<file path="config.mk">
export PLATFORM = sky130hd
export DESIGN_NAME = gpio_mask_port
export DESIGN_NICKNAME = d
export VERILOG_FILES = /design/src/rtl/gpio_mask_pkg.sv /design/src/rtl/gpio_apb_phase.sv /design/src/rtl/gpio_in_sync.sv /design/src/rtl/gpio_port_regs.sv /design/src/rtl/gpio_mask_port.sv
export SDC_FILE = /design/constraint.sdc
export NUM_CORES = 1
export LEC_CHECK = 0
export ABC_AREA = 1
export BUFFER_PORTS_ARGS = -buffer_cell sky130_fd_sc_hd__buf_2
export CELL_PAD_IN_SITES_DETAIL_PLACEMENT = 1
export CELL_PAD_IN_SITES_GLOBAL_PLACEMENT = 1
export CORE_MARGIN = 2
export CORE_UTILIZATION = 28
export DETAILED_ROUTE_END_ITERATION = 10
export PLACE_DENSITY = 0.84
export SLEW_MARGIN = 20
export SYNTH_ARGS = -nofsm -noshare
export SYNTH_HDL_FRONTEND = slang
export SYNTH_SLANG_ARGS = --single-unit
</file>
<file path="constraint.sdc">
create_clock -name pclk -period 0.9 [get_ports pclk]
set_input_delay 0.09 -clock pclk [delete_from_list [all_inputs] [get_ports pclk]]
set_output_delay 0.09 -clock pclk [all_outputs]
set_load 0.02 [all_outputs]
</file>
<file path="src/rtl/gpio_mask_pkg.sv">
package gpio_mask_pkg;
    localparam int NPINS   = 8;
    localparam int ADDR_W  = 12;
    localparam int DATA_W  = 32;
    localparam int WORD_W  = ADDR_W - 2;
    // word index of the direction register, one above the masked window
    localparam logic [WORD_W-1:0] DIR_WORD = WORD_W'(1 << NPINS);

    typedef enum logic [1:0] {
        PH_IDLE   = 2'd0,
        PH_SETUP  = 2'd1,
        PH_ACCESS = 2'd2
    } apb_phase_e;

    typedef enum logic [1:0] {
        SEL_NONE = 2'd0,
        SEL_DATA = 2'd1,
        SEL_DIR  = 2'd2
    } reg_sel_e;
endpackage

</file>
<file path="src/rtl/gpio_apb_phase.sv">
module gpio_apb_phase
    import gpio_mask_pkg::*;
(
    input  logic pclk,
    input  logic presetn,
    input  logic psel,
    input  logic penable,
    input  logic pwrite,
    output logic wr_en,
    output logic rd_sel
);
    apb_phase_e state_q, state_d;

    always_ff @(posedge pclk or negedge presetn) begin
        if (!presetn) state_q <= PH_IDLE;
        else          state_q <= state_d;
    end

    always_comb begin
        state_d = state_q;
        unique case (state_q)
            PH_IDLE: begin
                if (psel && !penable) state_d = PH_SETUP;
            end
            PH_SETUP: begin
                if (!psel)        state_d = PH_IDLE;
                else if (penable) state_d = PH_ACCESS;
            end
            PH_ACCESS: begin
                if (!psel)         state_d = PH_IDLE;
                else if (!penable) state_d = PH_SETUP;
            end
            default: state_d = PH_IDLE;
        endcase
    end

    always_comb begin
        wr_en  = psel && penable && pwrite;
        rd_sel = psel && !pwrite;
    end

    // an access phase must follow a setup phase
    AST_ACCESS_AFTER_SETUP: assert property (@(posedge pclk) disable iff (!presetn)
        (psel && penable) |-> (state_q == PH_SETUP));
endmodule

</file>
<file path="src/rtl/gpio_in_sync.sv">
module gpio_in_sync #(
    parameter int WIDTH  = 8,
    parameter int STAGES = 2
) (
    input  logic             pclk,
    input  logic             presetn,
    input  logic [WIDTH-1:0] d_in,
    output logic [WIDTH-1:0] q_out
);
    logic [WIDTH-1:0] stage_q [STAGES];

    generate
        for (genvar s = 0; s < STAGES; s++) begin : g_stage
            if (s == 0) begin : g_first
                always_ff @(posedge pclk or negedge presetn) begin
                    if (!presetn) stage_q[s] <= '0;
                    else          stage_q[s] <= d_in;
                end
            end else begin : g_next
                always_ff @(posedge pclk or negedge presetn) begin
                    if (!presetn) stage_q[s] <= '0;
                    else          stage_q[s] <= stage_q[s-1];
                end
            end
        end
    endgenerate

    assign q_out = stage_q[STAGES-1];
endmodule

</file>
<file path="src/rtl/gpio_port_regs.sv">
module gpio_port_regs
    import gpio_mask_pkg::*;
#(
    parameter int W = NPINS
) (
    input  logic         pclk,
    input  logic         presetn,
    input  logic         wr_en,
    input  reg_sel_e     sel,
    input  logic [W-1:0] mask,
    input  logic [W-1:0] wdata,
    output logic [W-1:0] dir_q,
    output logic [W-1:0] dout_q
);
    logic wr_data, wr_dir;

    always_comb begin
        wr_data = wr_en && (sel == SEL_DATA);
        wr_dir  = wr_en && (sel == SEL_DIR);
    end

    generate
        for (genvar n = 0; n < W; n++) begin : g_pin
            always_ff @(posedge pclk or negedge presetn) begin
                if (!presetn)                 dout_q[n] <= 1'b0;
                else if (wr_data && mask[n])  dout_q[n] <= wdata[n];
            end
        end
    endgenerate

    always_ff @(posedge pclk or negedge presetn) begin
        if (!presetn)    dir_q <= '0;
        else if (wr_dir) dir_q <= wdata;
    end

    AST_MASKED_KEEP: assert property (@(posedge pclk) disable iff (!presetn)
        wr_data |=> (((dout_q ^ $past(dout_q)) & ~$past(mask)) == '0));
    AST_DATA_HOLD: assert property (@(posedge pclk) disable iff (!presetn)
        !wr_data |=> $stable(dout_q));
    AST_DIR_HOLD: assert property (@(posedge pclk) disable iff (!presetn)
        !wr_dir |=> $stable(dir_q));
endmodule

</file>
<file path="src/rtl/gpio_mask_port.sv">
module gpio_mask_port
    import gpio_mask_pkg::*;
(
    input  logic              pclk,
    input  logic              presetn,
    input  logic              psel,
    input  logic              penable,
    input  logic              pwrite,
    input  logic [ADDR_W-1:0] paddr,
    input  logic [DATA_W-1:0] pwdata,
    output logic [DATA_W-1:0] prdata,
    output logic              pready,
    output logic              pslverr,
    input  logic [NPINS-1:0]  pad_in,
    output logic [NPINS-1:0]  pad_out,
    output logic [NPINS-1:0]  pad_oe
);
    logic              wr_en, rd_sel;
    logic [NPINS-1:0]  dir_q, dout_q, sync_in, mask;
    logic [WORD_W-1:0] word;
    reg_sel_e          sel;
    logic [NPINS-1:0]  rd_val;

    gpio_apb_phase u_phase (
        .pclk    (pclk),
        .presetn (presetn),
        .psel    (psel),
        .penable (penable),
        .pwrite  (pwrite),
        .wr_en   (wr_en),
        .rd_sel  (rd_sel)
    );

    gpio_in_sync #(.WIDTH(NPINS), .STAGES(2)) u_sync (
        .pclk    (pclk),
        .presetn (presetn),
        .d_in    (pad_in),
        .q_out   (sync_in)
    );

    always_comb begin
        word = paddr[ADDR_W-1:2];
        mask = paddr[NPINS+1:2];
        if (word < DIR_WORD)       sel = SEL_DATA;
        else if (word == DIR_WORD) sel = SEL_DIR;
        else                       sel = SEL_NONE;
    end

    gpio_port_regs #(.W(NPINS)) u_regs (
        .pclk    (pclk),
        .presetn (presetn),
        .wr_en   (wr_en),
        .sel     (sel),
        .mask    (mask),
        .wdata   (pwdata[NPINS-1:0]),
        .dir_q   (dir_q),
        .dout_q  (dout_q)
    );

    always_comb begin
        unique case (sel)
            SEL_DATA: rd_val = ((dir_q & dout_q) | (~dir_q & sync_in)) & mask;
            SEL_DIR:  rd_val = dir_q;
            default:  rd_val = '0;
        endcase
        prdata = '0;
        if (rd_sel) prdata[NPINS-1:0] = rd_val;
    end

    assign pready  = 1'b1;
    assign pslverr = 1'b0;
    assign pad_out = dout_q;
    assign pad_oe  = dir_q;

    AST_UPPER_ZERO: assert property (@(posedge pclk) disable iff (!presetn)
        prdata[DATA_W-1:NPINS] == '0);
    AST_MASKED_READ: assert property (@(posedge pclk) disable iff (!presetn)
        (psel && (sel == SEL_DATA)) |-> ((prdata[NPINS-1:0] & ~mask) == '0));
    AST_UNDECODED_READ: assert property (@(posedge pclk) disable iff (!presetn)
        (sel == SEL_NONE) |-> (prdata == '0));
endmodule

</file>
==> Word-level counts from Yosys, hierarchy flattened <==
Cells that the tools add are included.
Widths: inputs -> output; s select.
{ "op_classes": {"bitwise_logic": 5, "mux": 4, "eq_ne": 3, "n_reduce_logical": 14, "magnitude_cmp": 1} }
{ "op_table": {"columns": ["cell", "count"], "rows": [
  ["$and 8x8->8", 3],
  ["$pmux 8 s2", 1],
  ["$logic_and 1x1->1", 13],
  ["$eq 10x9->1 const B", 1],
  ["$lt 10x9->1 const B", 1],
  ["$mux 8", 1],
  ["$not 8->8", 1],
  ["$or 8x8->8", 1],
  ["$mux 2", 2],
  ["$eq 2x1->1 const B", 1],
  ["$eq 2x2->1 const B", 1],
  ["$logic_not 1->1", 1]
]} }
{ "totals": {"register_bits": 32, "out_inout_bits": 50, "input_bits": 57, "elab_cells": 38} }

==> Depth between registers and ports, before layout <==
Gate-level depths: netlist of the first run.
{ "logic_depth": {"depth_word": 6, "ltp_mapped": 8, "mapped_depth_nobuf": 6} }

==> Modules after synthesis <==
A second synthesis of the first run with hierarchy kept.
{ "hier_totals": {"cells_unflattened": 196, "hier_area_um2": 1714.1} }
{ "by_module_without_submodules": {"columns": ["module", "seq_area_each_um2", "instances", "area_per_inst_um2", "cells_each"], "rows": [
  ["gpio_port_regs", 400.4, 1, 758.2, 80],
  ["gpio_mask_port", 0.0, 1, 478.0, 88],
  ["gpio_in_sync", 400.4, 1, 460.4, 24],
  ["gpio_apb_phase", 0.0, 1, 17.5, 4]
]} }

==> Least setup slack after synthesis of the first run <==
Ideal clock, no wire load.
{ "synth_path": {"path_kind": "flip-flop to output port", "start": "register u_regs.dir_q[0]", "end": "output port prdata[0]", "path_stages_with_launch": 4, "slack_ns": -0.284, "t_arrival_ns": 1.094, "path_cell_list": "dfrtp_1 > o21ai_0 > nand3_1 > a21oi_1"} }
{ "synth_between": {"elab_chain_cells": 6} }
{ "synth_rtl": {"columns": ["element", "line", "rtl"], "rows": [
  ["start, declared", "gpio_port_regs.sv:12", "output logic [W-1:0] dir_q,"],
  ["start signal, assigned", "gpio_port_regs.sv:33", "else if (wr_dir) dir_q <= wdata;"],
  ["$not 8->8", "gpio_mask_port.sv:62", "SEL_DATA: rd_val = ((dir_q & dout_q) | (~dir_q & sync_in)) & mask;"],
  ["$and 8x8->8", "gpio_mask_port.sv:62", null],
  ["$or 8x8->8", "gpio_mask_port.sv:62", null],
  ["$and 8x8->8", "gpio_mask_port.sv:62", null],
  ["$pmux 8 s2 (*)", "gpio_mask_port.sv:61", "unique case (sel)"],
  ["$mux 8 (*)", "gpio_mask_port.sv:67", "if (rd_sel) prdata[NPINS-1:0] = rd_val;"],
  ["end, declared", "gpio_mask_port.sv:11", "output logic [DATA_W-1:0] prdata,"]
]} }
Every way passes the cells marked *; elsewhere a longest branch is shown, timed or not.

==> Worst setup path after layout of the first run <==
{ "layout_path": {"start": "register u_regs.dir_q[4]", "end": "output port prdata[4]"} }
The elaborated chain is that of the path after synthesis.

==> impl_metrics.csv, run 1 <==
group,metric,value,unit
detailed_routing,drc_errors,0,
global_routing,overflow,0,
logic_synthesis,yosysSeqAreaShare,0.498,
floorplan,pin_count,107,
logic_synthesis,yosysUniqueCellTypes,20,
status,status,"finished, violations left",
placement,postPlaceCellArea,2260,µm²
placement,portBuffers,54,
worst_setup_path,cp_top_family,"flip-flops",
placement,post-place-cells,335,
worst_setup_path,critical_path_class,"reg2out",
logic_synthesis,yosys.area.top_type_share,0.498,
floorplan,coreArea,5540,µm²
detailed_routing,wl_per_cell,14.9,µm
worst_setup_path,reg2reg_slack,0.03,ns
clock_tree,h-tree-depth,2,
global_routing,grt_max_degree,21,
worst_setup_path,path_buf_inv,1,
floorplan,start_util,0.290,
worst_setup_path,start_kind,"flip-flop",
logic_synthesis,yosys-top-cells-area,"dfrtp_1 (50%), buf_4 (13%), nand2_1 (11%)",
sta,skew,0.000901,ns
status,violations,"setup timing",
worst_setup_path,crit_path_cell_trace,"o21ai_2, nand3_2, a21oi_4, buf_6",
power_and_ir_drop,irDropWorstVdd,622,µV
detailed_routing,vias,1600,
sta,fmax,712,MHz
logic_synthesis,syn_area,1610,µm²
worst_setup_path,critical_path.max_fanout,5,
logic_synthesis,ys_async_sr_fraction,1.00,
sta,setup_ws,-0.504,ns
finish,drive_gt1_frac,0.546,
worst_setup_path,required,0.81,ns
worst_setup_path,reg2reg_depth,4,
floorplan,dieArea,6360,µm²
logic_synthesis,synth_common_cells,"nand2_1 (49), dfrtp_1 (32), buf_4 (27), nand3_1 (24), inv_1 (9)",
worst_setup_path,max_stage_delay,0.45,ns
finish,area.growth.synth_to_final,76.4,%
finish,num_antenna_cells,0,
worst_setup_path,end_kind,"primary output",
logic_synthesis,synthFlopType,"dfrtp_1",
logic_synthesis,synth.largest_area_cell,"dfrtp_1",
detailed_routing,ant_nets,0,
logic_synthesis,synth.most_common_cell,"nand2_1",
sta,setup_violations,24,
sta,fin_crit_sh,1.56,
clock_tree,clk_pin_slew,0.07,ns
detailed_routing,firstDrtPassIters,2,
sta,min_period,1.40,ns
logic_synthesis,synth_edf_count,0,
power_and_ir_drop,power_density,1320,nW/µm²
logic_synthesis,ys_ff_latch,32,
flow_run,cap_viol_max_count,0,
global_routing,antenna_found_initial,0,
global_routing,grt_pass1_wl,8320,µm
clock_tree,cts.sinks,32,
min_path,worstHoldEndpoint,"u_regs.dout_q[1]",
placement,place_congestion,0.756,
sta,grt_setup_unrepaired,"yes",
worst_setup_path,crit_slowest_cell,"dfrtp_2",
sta,drv_slew,0,
finish,stdcell_count,367,
detailed_routing,wl,5450,µm
logic_synthesis,yosys_warnings,0,
finish,fin_area,2840,µm²
floorplan,die_x,79.8,µm
floorplan,placementRows,27,
min_path,hold_depth,3,
placement,dp_hpwl,3810,µm
clock_tree,cts_buffers,5,
power_and_ir_drop,power.total,3.73,mW
power_and_ir_drop,p_leak,1.36,nW
detailed_routing,drtIter0Drc,24,
global_routing,grt_pass1_vias,1684,
clock_tree,root_buffer,"clkbuf_8",
worst_setup_path,r2r-end,"u_regs.dout_q[4]",
clock_tree,cts.path.max_buffers,2,
global_routing,grtUsageTotal,0.175,
sta,finalHoldViolCount,0,
logic_synthesis,avgSynthCellArea,8.74,µm²
detailed_routing,viasPerCell,4.36,
finish,nFillCells,664,
placement,dpl_worst_slack,-0.482,ns
min_path,min_from,"pwdata[1]",
min_path,min_path_type,"in2reg",
worst_setup_path,critPathArrivalTime,1.31,ns
clock_tree,clock_latency,0.28,ns
finish,final_util,0.512,
floorplan,die_h,79.8,µm
clock_tree,cts_tree,"built",
finish,nNetsFinal,351,
logic_synthesis,synth_cells,184,
worst_setup_path,r2r-start,"u_regs.dout_q[4]",
==> layer usage <==
| metal | track usage | wire length (µm) | share of wire | vias up |
|---|---|---|---|---|
| li1 | - | - | - | 767 |
| met2 | 0.307 | 2950 | 0.54 | 50 |
| met3 | 0.0509 | 281 | 0.052 | 6 |
| met1 | 0.209 | 2150 | 0.39 | 777 |
| met4 | 0.0508 | 73 | 0.013 | 0 |
| met5 | 0 | 0 | 0 | - |
==> worst register-to-register path: cells and delay by family (launching register included) <==
kind / cells / cell delay [ns]
buffers and inverters: 2 / 0.24
and+or+nand+nor: 2 / 0.11
DFF: 1 / 0.41
==> through the flow <==
stage / setup TNS (ns) / hold slack (ns)
floorplan: -0.733 / -0.206
global placement: -5.77 / 0.000496
detailed placement: -6.58 / 0.0124
CTS: -5.55 / 0.0534
global route: -6.85 / 0.0712
finish: -5.86 / 0.0624
==> logic make-up (layout without fill, tap and decap cells) <==
| kind of cell | after synthesis | after routing | share of synthesized area |
|---|---|---|---|
| flip-flops | 32 | 32 | 0.498 |
| AND/OR/NAND/NOR | 94 | 94 | 0.279 |
| other | 2 | 26 | 0.00467 |
| buffers and inverters | 40 | 127 | 0.169 |
| AO/OA/AOI/OAI | 16 | 16 | 0.0498 |
==> registers in the layout (all words and copies together), names as in the netlist <==
register        count
u_sync.stage_q      8
u_regs.dir_q        8
u_sync.q_out        8
u_regs.dout_q       8
==> worst max path at each step <==
stage	to	depth (start not counted)	start	slack, ns
floorplan	prdata[5]	3	u_regs.dir_q[5]	-0.09
global placement	prdata[3]	8	paddr[5]	-0.38
detailed placement	prdata[3]	8	paddr[5]	-0.48
CTS	prdata[3]	4	u_regs.dir_q[3]	-0.48
global route	prdata[4]	4	u_regs.dir_q[4]	-0.57
finish	prdata[4]	4	u_regs.dir_q[4]	-0.50
==> cell usage in the layout, fill, tap and decap left out, drive strengths merged <==
cell / count
buf: 100
o21ai: 8
inv: 10
nand4: 8
clkbuf: 5
nor2: 8
dlygate4sd3: 9
nand2: 52
dfrtp: 32
conb: 26
and2: 1
clkinv: 3
nand3: 25
a21oi: 8
==> layout make-up <==
type	count	area (µm²)	area share
Timing Repair Buffer	109	983	0.347
Sequential cell	32	821	0.289
Multi-Input combinational cell	136	817	0.288
Tap cell	72	90.1	0.0318
Clock buffer	5	68.8	0.0243
Inverter	10	37.5	0.0132
Clock inverter	3	18.8	0.00662
==> timing repair <==
item	4_1_cts	5_1_grt
hold buffers	9	0
endpoints found under the setup margin	32	32
endpoints found under the hold margin	35	0
gates resized for setup	66	18
buffers inserted	7	12
pin swaps	11	12
==> power breakdown <==
group / switching [mW] / total, mW / internal (mW)
clock network: 0.548 / 1.09 / 0.538
logic: 0.530 / 1.03 / 0.504
registers: 0.0607 / 1.61 / 1.55
total: 1.14 / 3.73 / 2.60
(Power assumes the default switching activity.)
==> inputs of run 2 (changes only) <==
Settings changed: ABC_AREA 1 to not set, CORE_UTILIZATION 28 to 32, PLACE_DENSITY 0.84 to 0.9.
Clock period 0.9 ns to 1.8 ns, I/O delays scaled along.
==> run 2 against run 1 <==
Compared with the run above:
- non-clock buffer count down 40
- synthesized cell count down 26%
- global-route usage down 2.6 points
- sequential share of layout area up 9.9 points
- worst hold slack worse by 0.055 ns
- largest cell class is now sequential cells
- the run now ends clean
- cell count down 25%
- critical path type is now in2out
- wire length down 28%
- highest routed layer unchanged
- register-to-register slack better by 0.94 ns
==> impl_metrics.csv, run 2 <==
group,metric,value,unit
finish,most-common-layout-cells,"buf_2 (54), dfrtp_1 (32), conb_1 (26), mux2_2 (16), nor2b_1 (9)",
detailed_routing,wl,3910,µm
placement,portBuffers,54,
clock_tree,cts_setup_buffers,0,
sta,tns,0,ns
detailed_routing,drtIter0Drc,21,
sta,drv_slew,0,
worst_setup_path,start_kind,"input pin",
floorplan,die_h,74.8,µm
global_routing,grtUsageTotal,0.149,
worst_setup_path,max_stage_delay,0.40,ns
detailed_routing,vias,1235,
sta,maxSlewHeadroom,0.534,
floorplan,placementRows,25,
logic_synthesis,yosysUniqueCellTypes,18,
floorplan,pin_count,107,
placement,place_congestion,0.749,
detailed_routing,viasPerCell,4.49,
finish,area.growth.synth_to_final,28.5,%
clock_tree,clock_latency,0.28,ns
global_routing,overflow,0,
global_routing,grt_max_degree,33,
clock_tree,cts_tree,"built",
worst_setup_path,reg2reg_slack,0.97,ns
clock_tree,h-tree-depth,2,
logic_synthesis,ys_async_sr_fraction,1.00,
worst_setup_path,end_kind,"primary output",
worst_setup_path,timing.critical_path.from,"paddr[5]",
finish,final_util,0.431,
worst_setup_path,critical_path.max_fanout,5,
sta,skew,0.00543,ns
logic_synthesis,synth_common_cells,"dfrtp_1 (32), buf_4 (26), mux2_2 (16), nor2b_1 (9)",
detailed_routing,firstDrtPassIters,4,
clock_tree,ctsResizeCount,0,
floorplan,start_util,0.335,
sta,grt_setup_unrepaired,"no",
logic_synthesis,synth_cells,136,
min_path,min_path_type,"in2reg",
worst_setup_path,r2r-end,"u_regs.dir_q[2]",
floorplan,coreArea,4790,µm²
logic_synthesis,ys_ff_latch,32,
logic_synthesis,avgSynthCellArea,11.8,µm²
logic_synthesis,synth_edf_count,0,
sta,setup_violations,0,
worst_setup_path,cp_common_cell,"buf_2",
worst_setup_path,crit_end,"prdata[2]",
sta,tightest_slew,0.699,ns
sta,fin_crit_sh,0.945,
sta,min_period,1.70,ns
worst_setup_path,critical_path_class,"in2out",
logic_synthesis,yosys_warnings,0,
worst_setup_path,crit_path_cell_trace,"buf_2, nor4_4, buf_4, nand4_1, a211oi_1, buf_2",
power_and_ir_drop,power.total,1.65,mW
logic_synthesis,yosysSeqAreaShare,0.499,
floorplan,die_x,74.8,µm
sta,setup_ws,0.0996,ns
worst_setup_path,critPathArrivalTime,1.52,ns
sta,fmax,588,MHz
logic_synthesis,yosys.area.top_type_share,0.499,
detailed_routing,drc_errors,0,
placement,dpl_worst_slack,0.0772,ns
global_routing,grt_pass1_vias,1250,
detailed_routing,wl_per_cell,14.2,µm
worst_setup_path,r2r-start,"u_regs.dir_q[2]",
worst_setup_path,crit_slowest_cell,"nor4_4",
clock_tree,clk_pin_slew,0.06,ns
global_routing,antenna_found_initial,0,
clock_tree,cts.sinks,32,
power_and_ir_drop,power_density,802,nW/µm²
detailed_routing,ant_nets,0,
flow_run,cap_viol_max_count,0,
worst_setup_path,reg2reg_depth,1,
placement,dp_hpwl,3020,µm
power_and_ir_drop,irDropWorstVdd,332,µV
logic_synthesis,synth.most_common_cell,"dfrtp_1",
clock_tree,root_buffer,"clkbuf_8",
finish,nNetsFinal,264,
logic_synthesis,synthFlopType,"dfrtp_1",
floorplan,dieArea,5600,µm²
sta,finalHoldViolCount,0,
finish,drive_gt1_frac,0.423,
finish,nFillCells,561,
power_and_ir_drop,p_leak,1.02,nW
sta,hold-worst-slack,0.00775,ns
clock_tree,cts_buffers,5,
global_routing,grt_pass1_wl,6070,µm
logic_synthesis,yosys-top-cells-area,"dfrtp_1 (50%), buf_4 (12%), mux2_2 (11%)",
status,status,"complete, no violations",
clock_tree,cts.path.max_buffers,2,
logic_synthesis,synth.largest_area_cell,"dfrtp_1",
finish,num_antenna_cells,0,
logic_synthesis,syn_area,1600,µm²
finish,final_common_cell,"buf_2",
worst_setup_path,required,1.62,ns
-- run 2: routing by layer --
layer | wire length [µm] | share of wire | vias to the layer above | global-route usage
met3 | 281 | 0.072 | 7 | 0.0495
li1 | - | - | 577 | -
met5 | 0 | 0 | - | 0
met2 | 2100 | 0.54 | 46 | 0.262
met4 | 63 | 0.016 | 0 | 0.0655
met1 | 1460 | 0.37 | 605 | 0.166
-- run 2: area by class of cell --
| type | instances | area, µm² | share of cell area |
|---|---|---|---|
| Multi-Input combinational cell | 99 | 687 | 0.333 |
| Tap cell | 67 | 83.8 | 0.0407 |
| Sequential cell | 32 | 801 | 0.388 |
| Timing Repair Buffer | 69 | 400 | 0.194 |
| Clock buffer | 8 | 90.1 | 0.0437 |
-- run 2: critical path, delay by kind of cell --
| family | cells | cell delay, ns |
|---|---|---|
| buf+inv | 3 | 0.56 |
| compound gates | 1 | 0.30 |
| simple gates | 2 | 0.49 |
-- run 2: cell families after synthesis --
family / after synthesis / share of synthesized area
AOI/OAI and AO/OA: 17 / 0.0819
buffers and inverters: 29 / 0.129
DFF: 32 / 0.499
muxes: 16 / 0.112
other: 2 / 0.00468
and+or+nand+nor: 40 / 0.173
-- run 2: worst min path at each step --
| stage | startpoint | endpoint | slack (ns) | depth (start not counted) |
|---|---|---|---|---|
| after floorplan | presetn | u_regs.dir_q[0] | -0.12 | 0 |
| after global placement | presetn | u_regs.dir_q[3] | 0.26 | 1 |
| after detailed placement | presetn | u_sync.stage_q[9] | 0.26 | 1 |
| after CTS | pad_in[5] | u_sync.stage_q[13] | 0.002 | 1 |
| after global routing | pad_in[5] | u_sync.stage_q[13] | 0.0004 | 1 |
| final | pad_in[5] | u_sync.stage_q[13] | 0.008 | 1 |
-- run 2: repair_timing --
item / CTS / global route
setup endpoints to repair: 0 / 0
hold buffers: 7 / 0
hold endpoints to repair: 38 / 0
-- run 2: power by group --
group	switching (mW)	leakage, nW	internal (mW)	total [mW]
combinational	0.185	0.576	0.104	0.289
clock	0.248	0.0455	0.311	0.559
sequential	0.0315	0.400	0.774	0.805
total	0.464	1.02	1.19	1.65
-- run 2: metrics by stage --
stage          cells  area [µm²]
2_1_floorplan    160        1690
5_1_grt          275        2060
4_1_cts          275        2060
3_5_place_dp     260        1900
6_report         275        2060
3_3_place_gp     260        1900
==> inputs of run 3 (changes only) <==
Settings changed: REMOVE_ABC_BUFFERS set to 1.
==> run 3 against run 2 <==
Compared with the run above:
- sequential power barely moved
- final area is 1.2% higher
- clock power fell by 1%
- critical endpoint is now prdata[6]
- critical path depth unchanged
- highest routed layer unchanged
- die area is the same
- critical path type unchanged
==> impl_metrics.csv, run 3 (same netlist as run 2, synthesis figures left out) <==
group,metric,value,unit
status,status,"complete, no violations",
finish,most-common-layout-cells,"buf_2 (54), dfrtp_1 (32), conb_1 (26), mux2_2 (16)",
power_and_ir_drop,switching_share,0.278,
clock_tree,cts_setup_buffers,0,
detailed_routing,drc_errors,0,
detailed_routing,firstDrtPassIters,4,
detailed_routing,wl_per_cell,13.8,µm
clock_tree,cts_tree,"built",
global_routing,grt_pass1_wl,5900,µm
power_and_ir_drop,power.total,1.65,mW
placement,dpl_worst_slack,0.0971,ns
floorplan,die_x,74.8,µm
sta,skew,0.000441,ns
worst_setup_path,max_stage_delay,0.39,ns
power_and_ir_drop,p_leak,1.03,nW
clock_tree,clock_latency,0.28,ns
sta,min_period,1.69,ns
worst_setup_path,critical_path.max_fanout,5,
power_and_ir_drop,p_comb_frac,0.179,
floorplan,dieArea,5600,µm²
floorplan,pin_count,107,
worst_setup_path,start_kind,"input pin",
global_routing,grtUsageTotal,0.144,
worst_setup_path,cp_top_family,"buffers and inverters",
power_and_ir_drop,p_sw,0.459,mW
finish,area.growth.synth_to_final,30.1,%
placement,dp_hpwl,2950,µm
worst_setup_path,cp_common_cell,"buf_2",
finish,final_common_cell,"buf_2",
placement,portBuffers,54,
power_and_ir_drop,cellInternalPower,1.19,mW
worst_setup_path,critical_path_class,"in2out",
worst_setup_path,crit_slowest_cell,"nor4_4",
clock_tree,root_buffer,"clkbuf_8",
min_path,min_path_type,"in2reg",
finish,fin_area,2090,µm²
clock_tree,clk_pin_slew,0.06,ns
worst_setup_path,required,1.62,ns
detailed_routing,wl,3830,µm
global_routing,overflow,0,
global_routing,grt_max_degree,33,
sta,setup_ws,0.113,ns
worst_setup_path,path_buf_inv,3,
worst_setup_path,end_kind,"primary output",
power_and_ir_drop,irDropWorstVdd,449,µV
sta,grt_setup_unrepaired,"no",
clock_tree,cts.sinks,32,
clock_tree,cts_buffers,5,
placement,postPlaceCellArea,1900,µm²
worst_setup_path,crit_path_cell_trace,"buf_2, nor4_4, buf_4, nand4_1, a211oi_1, buf_2",
finish,num_antenna_cells,0,
detailed_routing,ant_nets,0,
sta,tns,0,ns
power_and_ir_drop,power_density,791,nW/µm²
placement,place_congestion,0.761,
floorplan,die_h,74.8,µm
sta,tightest_slew,0.687,ns
sta,finalHoldViolCount,0,
clock_tree,h-tree-depth,2,
power_and_ir_drop,p_clk_frac,0.335,
sta,setup_violations,0,
global_routing,grt_pass1_vias,1211,
sta,fin_crit_sh,0.937,
sta,maxSlewHeadroom,0.542,
floorplan,start_util,0.335,
floorplan,coreArea,4790,µm²
detailed_routing,drtIter0Drc,24,
sta,hold-worst-slack,0.145,ns
floorplan,placementRows,25,
detailed_routing,viasPerCell,4.40,
sta,fmax,593,MHz
worst_setup_path,critPathArrivalTime,1.51,ns
flow_run,cap_viol_max_count,0,
power_and_ir_drop,p_seq_frac,0.486,
sta,drv_slew,0,
finish,drive_gt1_frac,0.424,
finish,nNetsFinal,266,
global_routing,antenna_found_initial,0,
clock_tree,cts.path.max_buffers,2,
detailed_routing,vias,1220,
-- run 3: changes by cell type in the layout (fill, tap and decap cells not counted), sizes merged --
| cell | before | now |
|---|---|---|
| dlygate4sd3 | 7 | 9 |
-- run 3: worst paths after layout --
path                                    start                 end  slack (ns)  cells after the start
min in group asynchronous             presetn  u_sync.stage_q[13]        0.48                      2
min                                 pwdata[4]    u_regs.dout_q[4]        0.15                      2
max in group asynchronous             presetn     u_regs.dir_q[2]        0.88                      2
min reg2reg                u_sync.stage_q[11]     u_sync.q_out[3]        0.35                      0
max reg2reg                   u_regs.dir_q[6]     u_regs.dir_q[6]        0.98                      1
max                                  paddr[5]           prdata[6]        0.11                      6
-- run 3: through the flow --
step | util | instances
after floorplan | - | 131
after CTS | 0.433 | 276
after global placement | 0.397 | 260
after global routing | 0.436 | 277
final | 0.436 | 277
after detailed placement | 0.397 | 260
-- run 3: final cells by class --
class,instances,area [µm²]
multi-input cells,99,692
clock buffers,8,90.1
fillers,556,2700
well taps,67,83.8
repair buffers,71,420
flip-flops and latches,32,801
-- run 3: routing by layer --
metal | share of wire | vias up | global-route usage
met2 | 0.51 | 43 | 0.243
met3 | 0.076 | 6 | 0.0522
met5 | 0 | - | 0
met4 | 0.013 | 0 | 0.0476
met1 | 0.40 | 590 | 0.172
li1 | - | 581 | -
-- run 3: what timing repair did --
item	CTS	global route
endpoints found under the hold margin	39	1
endpoints found under the setup margin	0	1
resized for setup	0	1
hold buffers	8	1
-- run 3: power groups by stage --
stage	sequential (mW)	combinational, mW	clock (mW)
global route	0.810	0.321	0.604
global placement	0.812	0.273	0
CTS	0.803	0.294	0.571
detailed placement	0.816	0.280	0
finish	0.803	0.296	0.553
floorplan	0.855	0.110	0
